--- src/rtl/lsu_align_pkg.sv ---
package lsu_align_pkg;
  typedef enum logic [1:0] {
    SZ_BYTE = 2'b00,
    SZ_HALF = 2'b01,
    SZ_WORD = 2'b10,
    SZ_BAD  = 2'b11
  } acc_size_e;

  localparam int unsigned DATA_W = 32;
  localparam int unsigned LANES  = DATA_W / 8;
  localparam int unsigned OFF_W  = $clog2(LANES);
endpackage

--- src/rtl/lsu_align_check.sv ---
module lsu_align_check
  import lsu_align_pkg::*;
(
  input  acc_size_e              size_i,
  input  logic [OFF_W-1:0]       off_i,
  output logic                   misal_o
);
  always_comb begin
    unique case (size_i)
      SZ_BYTE: misal_o = 1'b0;
      SZ_HALF: misal_o = off_i[0];
      SZ_WORD: misal_o = |off_i;
      default: misal_o = 1'b1;
    endcase
  end
endmodule

--- src/rtl/lsu_store_lane.sv ---
module lsu_store_lane
  import lsu_align_pkg::*;
(
  input  acc_size_e              size_i,
  input  logic [OFF_W-1:0]       off_i,
  input  logic                   big_endian_i,
  input  logic [DATA_W-1:0]      wdata_i,
  output logic [LANES-1:0]       lane_en_o,
  output logic [DATA_W-1:0]      lane_data_o
);
  logic [OFF_W-1:0] byte_lane;
  logic             half_hi;

  // big-endian mirrors the lane index
  assign byte_lane = off_i ^ {OFF_W{big_endian_i}};
  assign half_hi   = off_i[1] ^ big_endian_i;

  for (genvar g = 0; g < LANES; g++) begin : g_lane
    localparam logic [OFF_W-1:0] LANE_IDX = OFF_W'(g);
    always_comb begin
      unique case (size_i)
        SZ_BYTE: begin
          lane_en_o[g]         = (LANE_IDX == byte_lane);
          lane_data_o[8*g +: 8] = wdata_i[7:0];
        end
        SZ_HALF: begin
          lane_en_o[g]         = (LANE_IDX[1] == half_hi);
          lane_data_o[8*g +: 8] = wdata_i[8*(g%2) +: 8];
        end
        SZ_WORD: begin
          lane_en_o[g]         = 1'b1;
          lane_data_o[8*g +: 8] = wdata_i[8*g +: 8];
        end
        default: begin
          lane_en_o[g]         = 1'b0;
          lane_data_o[8*g +: 8] = wdata_i[8*g +: 8];
        end
      endcase
    end
  end
endmodule

--- src/rtl/lsu_load_unit.sv ---
module lsu_load_unit
  import lsu_align_pkg::*;
(
  input  logic                   clk_i,
  input  logic                   rst_ni,
  input  logic                   take_i,
  input  acc_size_e              size_i,
  input  logic [OFF_W-1:0]       off_i,
  input  logic                   signed_i,
  input  logic                   big_endian_i,
  input  logic [DATA_W-1:0]      mem_rdata_i,
  output logic [DATA_W-1:0]      rdata_o,
  output logic                   rvalid_o
);
  acc_size_e        size_q;
  logic [OFF_W-1:0] off_q;
  logic             sgn_q;
  logic             be_q;

  always_ff @(posedge clk_i or negedge rst_ni) begin
    if (!rst_ni) begin
      rvalid_o <= 1'b0;
      size_q   <= SZ_WORD;
      off_q    <= '0;
      sgn_q    <= 1'b0;
      be_q     <= 1'b0;
    end else begin
      rvalid_o <= take_i;
      if (take_i) begin
        size_q <= size_i;
        off_q  <= off_i;
        sgn_q  <= signed_i;
        be_q   <= big_endian_i;
      end
    end
  end

  logic [OFF_W-1:0] byte_lane;
  logic             half_hi;
  logic [7:0]       byte_f;
  logic [15:0]      half_f;

  assign byte_lane = off_q ^ {OFF_W{be_q}};
  assign half_hi   = off_q[1] ^ be_q;
  assign byte_f    = mem_rdata_i[8*byte_lane +: 8];
  assign half_f    = half_hi ? mem_rdata_i[31:16] : mem_rdata_i[15:0];

  always_comb begin
    unique case (size_q)
      SZ_BYTE: rdata_o = {{(DATA_W-8){sgn_q & byte_f[7]}}, byte_f};
      SZ_HALF: rdata_o = {{(DATA_W-16){sgn_q & half_f[15]}}, half_f};
      default: rdata_o = mem_rdata_i;
    endcase
  end

  assert_unsigned_half_zero_R9: assert property (@(posedge clk_i) disable iff (!rst_ni)
    (rvalid_o && size_q == SZ_HALF && !sgn_q) |-> (rdata_o[31:16] == 16'h0));
  assert_unsigned_byte_zero_R9: assert property (@(posedge clk_i) disable iff (!rst_ni)
    (rvalid_o && size_q == SZ_BYTE && !sgn_q) |-> (rdata_o[31:8] == 24'h0));
endmodule

--- src/rtl/lsu_align.sv ---
module lsu_align
  import lsu_align_pkg::*;
#(
  parameter int unsigned ADDR_W = 32
) (
  input  logic                   clk_i,
  input  logic                   rst_ni,
  input  logic                   req_i,
  input  logic                   we_i,
  input  logic [ADDR_W-1:0]      addr_i,
  input  logic [1:0]             size_i,
  input  logic                   signed_i,
  input  logic                   big_endian_i,
  input  logic [31:0]            wdata_i,
  output logic                   mem_req_o,
  output logic [ADDR_W-3:0]      mem_addr_o,
  output logic [3:0]             mem_we_o,
  output logic [31:0]            mem_wdata_o,
  input  logic [31:0]            mem_rdata_i,
  output logic                   fault_o,
  output logic [31:0]            rdata_o,
  output logic                   rvalid_o
);
  acc_size_e        size_e;
  logic [OFF_W-1:0] off;
  logic             misal;
  logic [LANES-1:0] lane_en;
  logic             accept;

  assign size_e = acc_size_e'(size_i);
  assign off    = addr_i[OFF_W-1:0];

  lsu_align_check u_check (
    .size_i (size_e),
    .off_i  (off),
    .misal_o(misal)
  );

  lsu_store_lane u_store (
    .size_i      (size_e),
    .off_i       (off),
    .big_endian_i(big_endian_i),
    .wdata_i     (wdata_i),
    .lane_en_o   (lane_en),
    .lane_data_o (mem_wdata_o)
  );

  assign fault_o    = req_i & misal;
  assign accept     = req_i & ~misal;
  assign mem_req_o  = accept;
  assign mem_addr_o = addr_i[ADDR_W-1:OFF_W];
  assign mem_we_o   = (accept & we_i) ? lane_en : '0;

  lsu_load_unit u_load (
    .clk_i       (clk_i),
    .rst_ni      (rst_ni),
    .take_i      (accept & ~we_i),
    .size_i      (size_e),
    .off_i       (off),
    .signed_i    (signed_i),
    .big_endian_i(big_endian_i),
    .mem_rdata_i (mem_rdata_i),
    .rdata_o     (rdata_o),
    .rvalid_o    (rvalid_o)
  );

  assert_fault_blocks_mem_R3: assert property (@(posedge clk_i) disable iff (!rst_ni)
    fault_o |-> (mem_we_o == 4'b0000 && !mem_req_o));
  assert_word_misal_faults_R2: assert property (@(posedge clk_i) disable iff (!rst_ni)
    (req_i && size_i == 2'b10 && addr_i[1:0] != 2'b00) |-> fault_o);
  assert_byte_one_lane_R4: assert property (@(posedge clk_i) disable iff (!rst_ni)
    (req_i && we_i && size_i == 2'b00) |-> ($countones(mem_we_o) == 1));
  assert_half_two_lanes_R5: assert property (@(posedge clk_i) disable iff (!rst_ni)
    (req_i && we_i && size_i == 2'b01 && !fault_o) |-> ($countones(mem_we_o) == 2));
  assert_load_valid_next_R10: assert property (@(posedge clk_i) disable iff (!rst_ni)
    (req_i && !we_i && !fault_o) |=> rvalid_o);
  assert_no_stray_valid_R10: assert property (@(posedge clk_i) disable iff (!rst_ni)
    !(req_i && !we_i && !fault_o) |=> !rvalid_o);
endmodule

--- config.mk ---
export PLATFORM = sky130hd
export DESIGN_NAME = lsu_align
export DESIGN_NICKNAME = d
export VERILOG_FILES = /design/src/rtl/lsu_align_pkg.sv /design/src/rtl/lsu_align_check.sv /design/src/rtl/lsu_store_lane.sv /design/src/rtl/lsu_load_unit.sv /design/src/rtl/lsu_align.sv
export SDC_FILE = /design/constraint.sdc
export NUM_CORES = 1
export LEC_CHECK = 0
export BUFFER_PORTS_ARGS = -buffer_cell sky130_fd_sc_hd__buf_2
export CELL_PAD_IN_SITES_DETAIL_PLACEMENT = 1
export CELL_PAD_IN_SITES_GLOBAL_PLACEMENT = 1
export CORE_MARGIN = 3
export CORE_UTILIZATION = 21
export CTS_CLUSTER_DIAMETER = 60
export DETAILED_ROUTE_END_ITERATION = 7
export PLACE_DENSITY_LB_ADDON = 0.08
export SYNTH_ARGS = -nofsm -noshare
export SYNTH_HDL_FRONTEND = slang
export SYNTH_SLANG_ARGS = --single-unit
--- constraint.sdc ---
create_clock -name clk_i -period 2.7 [get_ports clk_i]
set_input_delay 0.405 -clock clk_i [delete_from_list [all_inputs] [get_ports clk_i]]
set_output_delay 0.405 -clock clk_i [all_outputs]
set_load 0.01 [all_outputs]
## Word-level counts from Yosys, hierarchy flattened

Cells that the tools add are included.

- Multiplexer cells: 11
- Add/subtract/negate cells: 0
- Div/mod/pow operators: 0
- Bitwise operators: 13
- Multipliers: 0
- $lt $le $gt $ge: 0
- Reductions and logical operators: 5
- Shifts and indexed selects: 1
- Eq/ne operators: 6

Operators by type and width:

| operator | count |
|---|---|
| one-hot mux 32 bit (2 select lines) | 1 |
| variable part select 32 x 6 -> 8 bit | 1 |
| two-way mux 16 bit | 1 |
| two-way mux 8 bit | 2 |
| one-hot mux 8 bit (2 select lines) | 1 |
| one-hot mux 1 bit (3 select lines) | 5 |
| AND 1 bit | 6 |
| zero test 2 bit | 3 |
| equality test 2 x 1 -> 1 bit, second input constant | 2 |
| equality test 2 bit, first input constant | 2 |
| two-way mux 4 bit | 1 |
| OR reduction 2 bit | 2 |
| bitwise XOR 2 bit | 2 |
| inverter 1 bit | 3 |
| equality test 1 x 2 -> 1 bit, first input constant | 1 |
| equality test 2 bit, second input constant | 1 |
| bitwise XOR 1 bit | 2 |

- RAM bits: 0
- Latch bits: 0
- Memories kept: 0
- ROM bits: 0
- Input port bits: 104
- Register bits: 7

## Depth between registers and ports, before layout

Gate-level depths: netlist of run 1.

- Depth after elaboration: 6
- Mapped depth: 6
- Depth with buffers taken out: 4

## Modules after synthesis

A second synthesis of run 1 with hierarchy kept.

- Cell total of the unflattened synthesis: 218
- Area total of the unflattened synthesis: 1736.7 um^2

Modules (own cells, without submodules):

| module | times used | area an instance (um^2) | cells an instance |
|---|---|---|---|
| lsu_load_unit | 1 | 913.4 | 115 |
| lsu_store_lane | 1 | 523.0 | 63 |
| lsu_align | 1 | 286.5 | 37 |
| lsu_align_check | 1 | 13.8 | 3 |

## Worst setup path before layout of run 1

OpenSTA, ideal clock, no wires.

- Kind: register -> output
- Start point: reg u_load.be_q
- End point: out rdata_o[10]
- Stages on the path, launching flop included: 7
- Arrival time: 1801 ps
- Data required time: 2295 ps
- Path slack: 494 ps
- Cells stage by stage: dfrtp_1 -> buf_6 -> xor2_1 -> mux4_2 -> and2_4 -> buf_6 -> a221o_1

- Longest elaborated chain between the ends: 4

Ends and longest elaborated chain:

| what | RTL line | text |
|---|---|---|
| from (decl) | lsu_load_unit.sv:18 | `logic be_q;` |
| from (signal assigned) | lsu_load_unit.sv:33 | `be_q <= big_endian_i;` |
| bitwise XOR 2 bit | lsu_load_unit.sv:43 | `assign byte_lane = off_q ^ {OFF_W{be_q}};` |
| variable part select 32 x 6 -> 8 bit | lsu_load_unit.sv:45 | `assign byte_f = mem_rdata_i[8*byte_lane +: 8];` |
| AND 1 bit | lsu_load_unit.sv:50 | `SZ_BYTE: rdata_o = {{(DATA_W-8){sgn_q & byte_f[7]}}, byte_f};` |
| one-hot mux 32 bit (2 select lines) (*) | lsu_load_unit.sv:49 | `unique case (size_q)` |
| to (decl) | lsu_align.sv:21 | `output logic [31:0] rdata_o,` |

Mark *: on every way between the ends. The rest lies on a longest branch, timed or not.

## Worst setup path in the final report of run 1

- Start point: reg u_load.be_q
- End point: out rdata_o[13]

Same word-level chain as after synthesis.

==> summary.txt, run 1 <==
Status
  – Status: completed

Place
  – Post-Place Cells: slightly above 400
  – Port Buffers: between 100 and 150
  – GPL Wtd Cong: approximately 0.73
  – Pre-CTS WS: roughly 270 ps
  – Post-DP HPWL: between 5000 and 6000 um

Synthesis
  – Mapped cell area: ~0.0017 mm2
  – Seq cells post-synth: 7
  – Synth cell types: 32
  – YS warnings: 0
  – Syn nets: about 320
  – Sequential share of the synthesized area: slightly above 10%
  – Post-Syn Area per Cell: 7.963 um2
  – Gate count of the mapped netlist: approximately 210

STA
  – Pin slew with the least headroom to its limit: a little under 900 ps
  – Final Hold Viols: 0
  – Period utilization: between 90 and 100%
  – Period minus WS final: between 2000 and 3000 ps
  – Setup Skew: 0 ps
  – Slew headroom: slightly above 40%
  – Fmax: just under 400 MHz
  – RSZ-0062 raised after global routing: false
  – Setup TNS: 0 ps
  – Worst setup margin: between 150 and 200 ps
  – Final Setup Violations: 0
  – Slew Limit Fails: 0

Final layout
  – N_diodes: 0
  – Final layout net count: around 420
  – Post-Layout Cell Count: ~420
  – Fraction of layout cells with a size suffix above 1: between 50% and 60%
  – Area growth, synth to finish: 33.70%
  – Layout Utilization: between 20 and 30%

Clock tree
  – Clock sink count: 7
  – Post-CTS Setup Repair Bufs: 0
  – Clock Latency Late Sink: around 220 ps
  – TritonCTS clock tree: done
  – # H-tree levels: 1
  – Clock tree buffer depth: 2
  – Num CTS Buffers: 3
  – CTS Root Cell: clkbuf_8
  – Clock transition at the registers of the reported paths: 40 ps

Setup path
  – CP Max Fanout: 9
  – R2R setup slack: 1670 ps
  – CP arrival: roughly 2100 ps
  – Crit path from: u_load.be_q
  – Crit Reg-Reg Endpoint: u_load.size_q[0]
  – Critical Path RT: 2300 ps
  – Worst setup path class: reg2out
  – Startpoint types: register
  – Crit path to: rdata_o[13]
  – Worst Reg-to-Reg Cells: 2
  – Setup crit end kind: primary output
  – Reg-to-Reg Start: u_load.size_q[0]

Route
  – Vias/cell: 4.716
  – DR vias: ~2k
  – Final ANT Viol Nets: 0
  – DRC viols: 0
  – Per-cell routed wire length: 15.67 um
  – DRT Pass-1 Iters: 4
  – Initial drt markers: 44
  – Routed wire length: between 6000 and 7000 um

Floorplan
  – Core area: 0.007807 mm2
  – Die H: between 90 and 100 um
  – Rows: 32
  – Die Width: between 90 and 100 um
  – # IOs: 205
  – Starting Density: about 22%
  – DIE AREA: between 0.009 and 0.01 mm2

GRT
  – GRT Residual Overflow: 0
  – Pin count of the biggest net entering global routing: 19
  – GRT Resource Usage Total: about an eighth
  – Antenna violations before repair: 0
  – Vias in the first global route: between 1.5k and 2k
  – Global-route wire length before repair: about 9700 um

Power and ir drop
  – Pwr Total: 1.309 mW
  – Worst VDD drop: about 160 uV
  – Power per cell area: around 570 mW/mm2
  – Leak: around 1.3 nW

Flow run
  – Max-Cap Viols: 0

Worst hold path
  – HP Class: in2async
where the power goes:
part,switching (mW),internal (mW)
registers,0.0569,0.130
clock network,0.0433,0.102
logic,0.511,0.467
worst max-delay path, stage by stage, from the launching register on:
cell and delay, ps:
dfrtp_2 490, xor2_1 270, mux4_2 520, and2_4 200, a221o_1 260, buf_2 140
cell type report:
cell class	instances	area (um2)
Fill cell	1015	5529
Multi-Input combinational cell	151	1162
Timing Repair Buffer	149	758.2
Sequential cell	7	177.7
Tap cell	102	127.6
Clock buffer	4	45.04
Inverter	2	7.507
cells in the mapped netlist:
| master | number | area [um2] |
|---|---|---|
| nand2_1 | 25 | 93.84 |
| o211ai_1 | 2 | 15.01 |
| o22ai_2 | 1 | 12.51 |
| mux4_2 | 1 | 22.52 |
| inv_1 | 2 | 7.510 |
| xor2_4 | 1 | 27.53 |
| nor2b_1 | 1 | 6.260 |
| o311ai_1 | 1 | 8.760 |
| nor3b_1 | 3 | 22.52 |
| and2_4 | 1 | 8.760 |
| buf_1 | 2 | 7.510 |
| xnor2_1 | 4 | 35.03 |
| dfstp_2 | 1 | 26.28 |
| buf_6 | 2 | 22.52 |
| mux2i_1 | 10 | 100.1 |
| or3_1 | 1 | 6.260 |
| a221o_1 | 15 | 150.1 |
| a22o_1 | 8 | 70.07 |
| nor3_1 | 1 | 5.000 |
| nor2_1 | 8 | 30.03 |
| or2_2 | 1 | 6.260 |
| o21a_1 | 2 | 15.01 |
| a21oi_1 | 12 | 60.06 |
| buf_4 | 39 | 292.8 |
| a21o_1 | 16 | 120.1 |
| dfrtp_1 | 6 | 150.1 |
| mux2_2 | 23 | 259.0 |
| o21ai_0 | 10 | 50.05 |
| clkbuf_1 | 10 | 37.54 |
| nand2b_1 | 2 | 12.51 |
| xor2_1 | 2 | 17.52 |
| buf_2 | 1 | 5.000 |
how the worst min path moves through the flow:
stage | to | slack [ps] | cells after the start
2_1_floorplan | u_load.be_q | 110 | 0
3_5_place_dp | u_load.rvalid_o | 240 | 1
5_1_grt | u_load.size_q[0] | 10 | 1
6_report | u_load.be_q | 9 | 1
4_1_cts | u_load.size_q[0] | 10 | 1
3_3_place_gp | u_load.rvalid_o | 250 | 1
sequential cells by signal, indices dropped and copies added (netlist names):
register and flops:
u_load.rvalid_o 1, u_load.size_q 2, u_load.be_q 1, u_load.sgn_q 1, u_load.off_q 2
per-layer routing:
layer,routed length [um],global-route usage [%],vias up
met2,3069,22.25,109
met3,677,3.831,10
met1,2680,16.21,897
met4,72,2.725,0
met5,0,0,-
li1,-,-,941
cell usage in the layout (no fill, tap or decap), types with 2 or more instances in the layout:
master	instances
buf_4	5
nor2_1	8
o211ai_1	2
a21oi_1	12
nand2b_1	2
o21ai_0	10
nand2_1	25
a221o_1	15
a21o_1	16
mux2i_1	10
inv_1	2
clkbuf_8	3
a22o_1	8
mux2_2	23
xnor2_1	4
dfrtp_1	5
o21a_1	2
nor3b_1	3
buf_2	144
xor2_1	2
repair_timing:
action,CTS,global route
resized for setup,0,2
hold buffers,0,0
setup endpoints to repair,0,23
through the flow:
stage	hold WS [ps]	cell area [um2]
5_1_grt	11.44	2278
3_5_place_dp	244.3	2225
4_1_cts	13.35	2270
2_1_floorplan	109.4	1704
6_report	8.721	2278
3_3_place_gp	247.5	2225
logic make-up (layout without fill, tap and decap cells):
| logic type | Yosys count | in the layout | share of synthesized area, % |
|---|---|---|---|
| xor+xnor | 7 | 7 | 4.699 |
| flops | 7 | 7 | 10.35 |
| compound gates | 67 | 67 | 29.44 |
| mux | 34 | 34 | 22.39 |
| buf+inv | 56 | 155 | 21.88 |
| simple gates | 43 | 43 | 11.23 |
Note: power is estimated with default switching activity, not from simulation.
==> run 2, diff against run 1 <==
Settings changed: CORE_ASPECT_RATIO set to 0.8, CTS_BUF_LIST set to sky130_fd_sc_hd__clkbuf_2 sky130_fd_sc_hd__clkbuf_4 sky130_fd_sc_hd__clkbuf_8.
==> run 2 against run 1 <==
Global-route usage is 0.74 points higher. Flip-flop and latch count unchanged. Wire length up 4.7%. Utilization grew 0.75 points. Clock-buffer cell count did not move. Critical path depth down 1. Final area rose by 0.33%. Fmax down 1.8%. Combinational power hardly changed. Worst hold slack got worse by 6.7 ps. Total power up 1.5%.
==> summary.txt, run 2 (synthesis gave the netlist of run 1 again) <==
STA
  – Period minus WS final: 2564 ps
  – RSZ-0062 raised after global routing: false
  – Fmax: slightly below 400 MHz
  – Setup Skew: 0 ps
  – Setup TNS: 0 ps
  – Period utilization: between 90% and 100%
  – Pin slew with the least headroom to its limit: approximately 1100 ps
  – Final Hold Viols: 0
  – Slew headroom: 25.48%
  – Slew Limit Fails: 0
  – Final Setup Violations: 0

Route
  – DRT Pass-1 Iters: 4
  – DR vias: between 1.5k and 2k
  – Final ANT Viol Nets: 0
  – Per-cell routed wire length: ~16 um
  – Routed wire length: ~6800 um
  – Vias/cell: between 4 and 5
  – DRC viols: 0
  – Initial drt markers: 36

GRT
  – GR peak layer: met2
  – GRT Resource Usage Total: 13.80%
  – Global-route wire length before repair: 10230 um
  – Met2 track demand over resource: about a quarter
  – Antenna violations before repair: 0
  – Met1 GRT Util: 16.90%
  – Vias in the first global route: ~2.0k
  – Pin count of the biggest net entering global routing: 27
  – Met3 usage: slightly above 4%
  – GRT Residual Overflow: 0

Final layout
  – Design Area, Final: 0.002286 mm2
  – Largest regs: u_load.off_q: 2 flops, u_load.size_q: 2 flops
  – Most common library cell in the layout ignoring fill and taps: buf_2
  – Area growth, synth to finish: 34.14%
  – Layout Utilization: about 30%
  – Filler cells: about 1k
  – N_diodes: 0
  – Final layout net count: roughly 420
  – Fraction of layout cells with a size suffix above 1: about 59%
  – Most frequent cells in the layout: buf_2, nand2_1, mux2_2

Floorplan
  – DIE AREA: approximately 0.009 mm2
  – Core area: 0.007637 mm2
  – # IOs: slightly above 200
  – Starting Density: 22.31%
  – Die H: ~87 um
  – Die Width: approximately 110 um
  – Rows: 28

Setup path
  – Setup crit end kind: primary output
  – Critical path's top delay family: compound AO/OA/AOI/OAI gates
  – Worst setup path class: reg2out
  – CP Buf/Inv Count: 1
  – CP Max Fanout: 7
  – Startpoint types: register
  – Crit Reg-Reg Endpoint: u_load.off_q[1]
  – Worst Reg-to-Reg Cells: 1
  – R2R setup slack: roughly 1800 ps
  – Cells along the critical path: nor2b_1, o311ai_1, a221o_1, buf_2
  – Reg-to-Reg Start: u_load.off_q[1]
  – CP arrival: around 2200 ps
  – Critical Path RT: approximately 2300 ps
  – Crit-path max cell delay: between 800 and 900 ps
  – Crit-path slowest cell: o311ai_1

Power and ir drop
  – Pwr Total: around 1.3 mW
  – Power per cell area: between 500 and 600 mW/mm2
  – Worst VDD drop: 154.0 uV
  – Leak: between 1 and 1.5 nW

Worst hold path
  – HP Class: in2async

Place
  – Port Buffers: roughly 140
  – Post-DP HPWL: just under 6000 um
  – Placed Area: between 0.002 and 0.0025 mm2
  – GPL Wtd Cong: 0.7573

Clock tree
  – TritonCTS clock tree: done
  – Num CTS Buffers: 3
  – Clock sink count: 7
  – CTS Root Cell: clkbuf_8
  – Clock transition at the registers of the reported paths: about 40 ps
  – Clock tree buffer depth: 2
  – Clock Latency Late Sink: 220 ps
  – # H-tree levels: 1

Flow run
  – Max-Cap Viols: 0

Status
  – Status: completed
## run 2: how the worst max path moves through the flow
| stage | from | to | cells past startpoint |
|---|---|---|---|
| finish | u_load.off_q[0] | rdata_o[5] | 4 |
| global route | u_load.off_q[0] | rdata_o[5] | 4 |
| CTS | u_load.be_q | rdata_o[8] | 5 |
| detailed placement | u_load.be_q | rdata_o[8] | 5 |
| global placement | u_load.be_q | rdata_o[5] | 3 |
| floorplan | u_load.be_q | rdata_o[10] | 6 |
## run 2: timing repair
| action | in CTS | in global routing |
|---|---|---|
| setup endpoints to repair | 0 | 22 |
| setup buffers | 0 | 0 |
| hold buffers | 0 | 0 |
| resized for setup | 0 | 1 |
## run 2: metal layers
layer | routed length (um) | share of wire, %
met1 | 2763 | 41
met2 | 3431 | 50
met3 | 472 | 6.9
met4 | 137 | 2.0
met5 | 0 | 0
## run 2: layout make-up
type	count	area, um2	share of cell area, %
Multi-Input combinational cell	151	1155	50.52
Timing Repair Buffer	150	765.7	33.50
Sequential cell	7	177.7	7.772
Tap cell	105	131.4	5.747
Clock buffer	4	48.80	2.135
Inverter	2	7.507	0.3284
## run 2: metrics by stage
step                worst slack [ps]  hold WS (ps)  cells
finish                         136.1         2.031    419
global route                   2.907         10.44    419
CTS                            31.49         2.848    419
global placement               304.8         246.3    415
floorplan                      494.2         109.4    214
detailed placement             281.5         244.9    415
## run 2: power breakdown
group / total [mW] / switching [mW] / internal [mW]
clock: 0.154 / 0.0426 / 0.112
sequential: 0.171 / 0.0415 / 0.129
combinational: 1.00 / 0.531 / 0.473
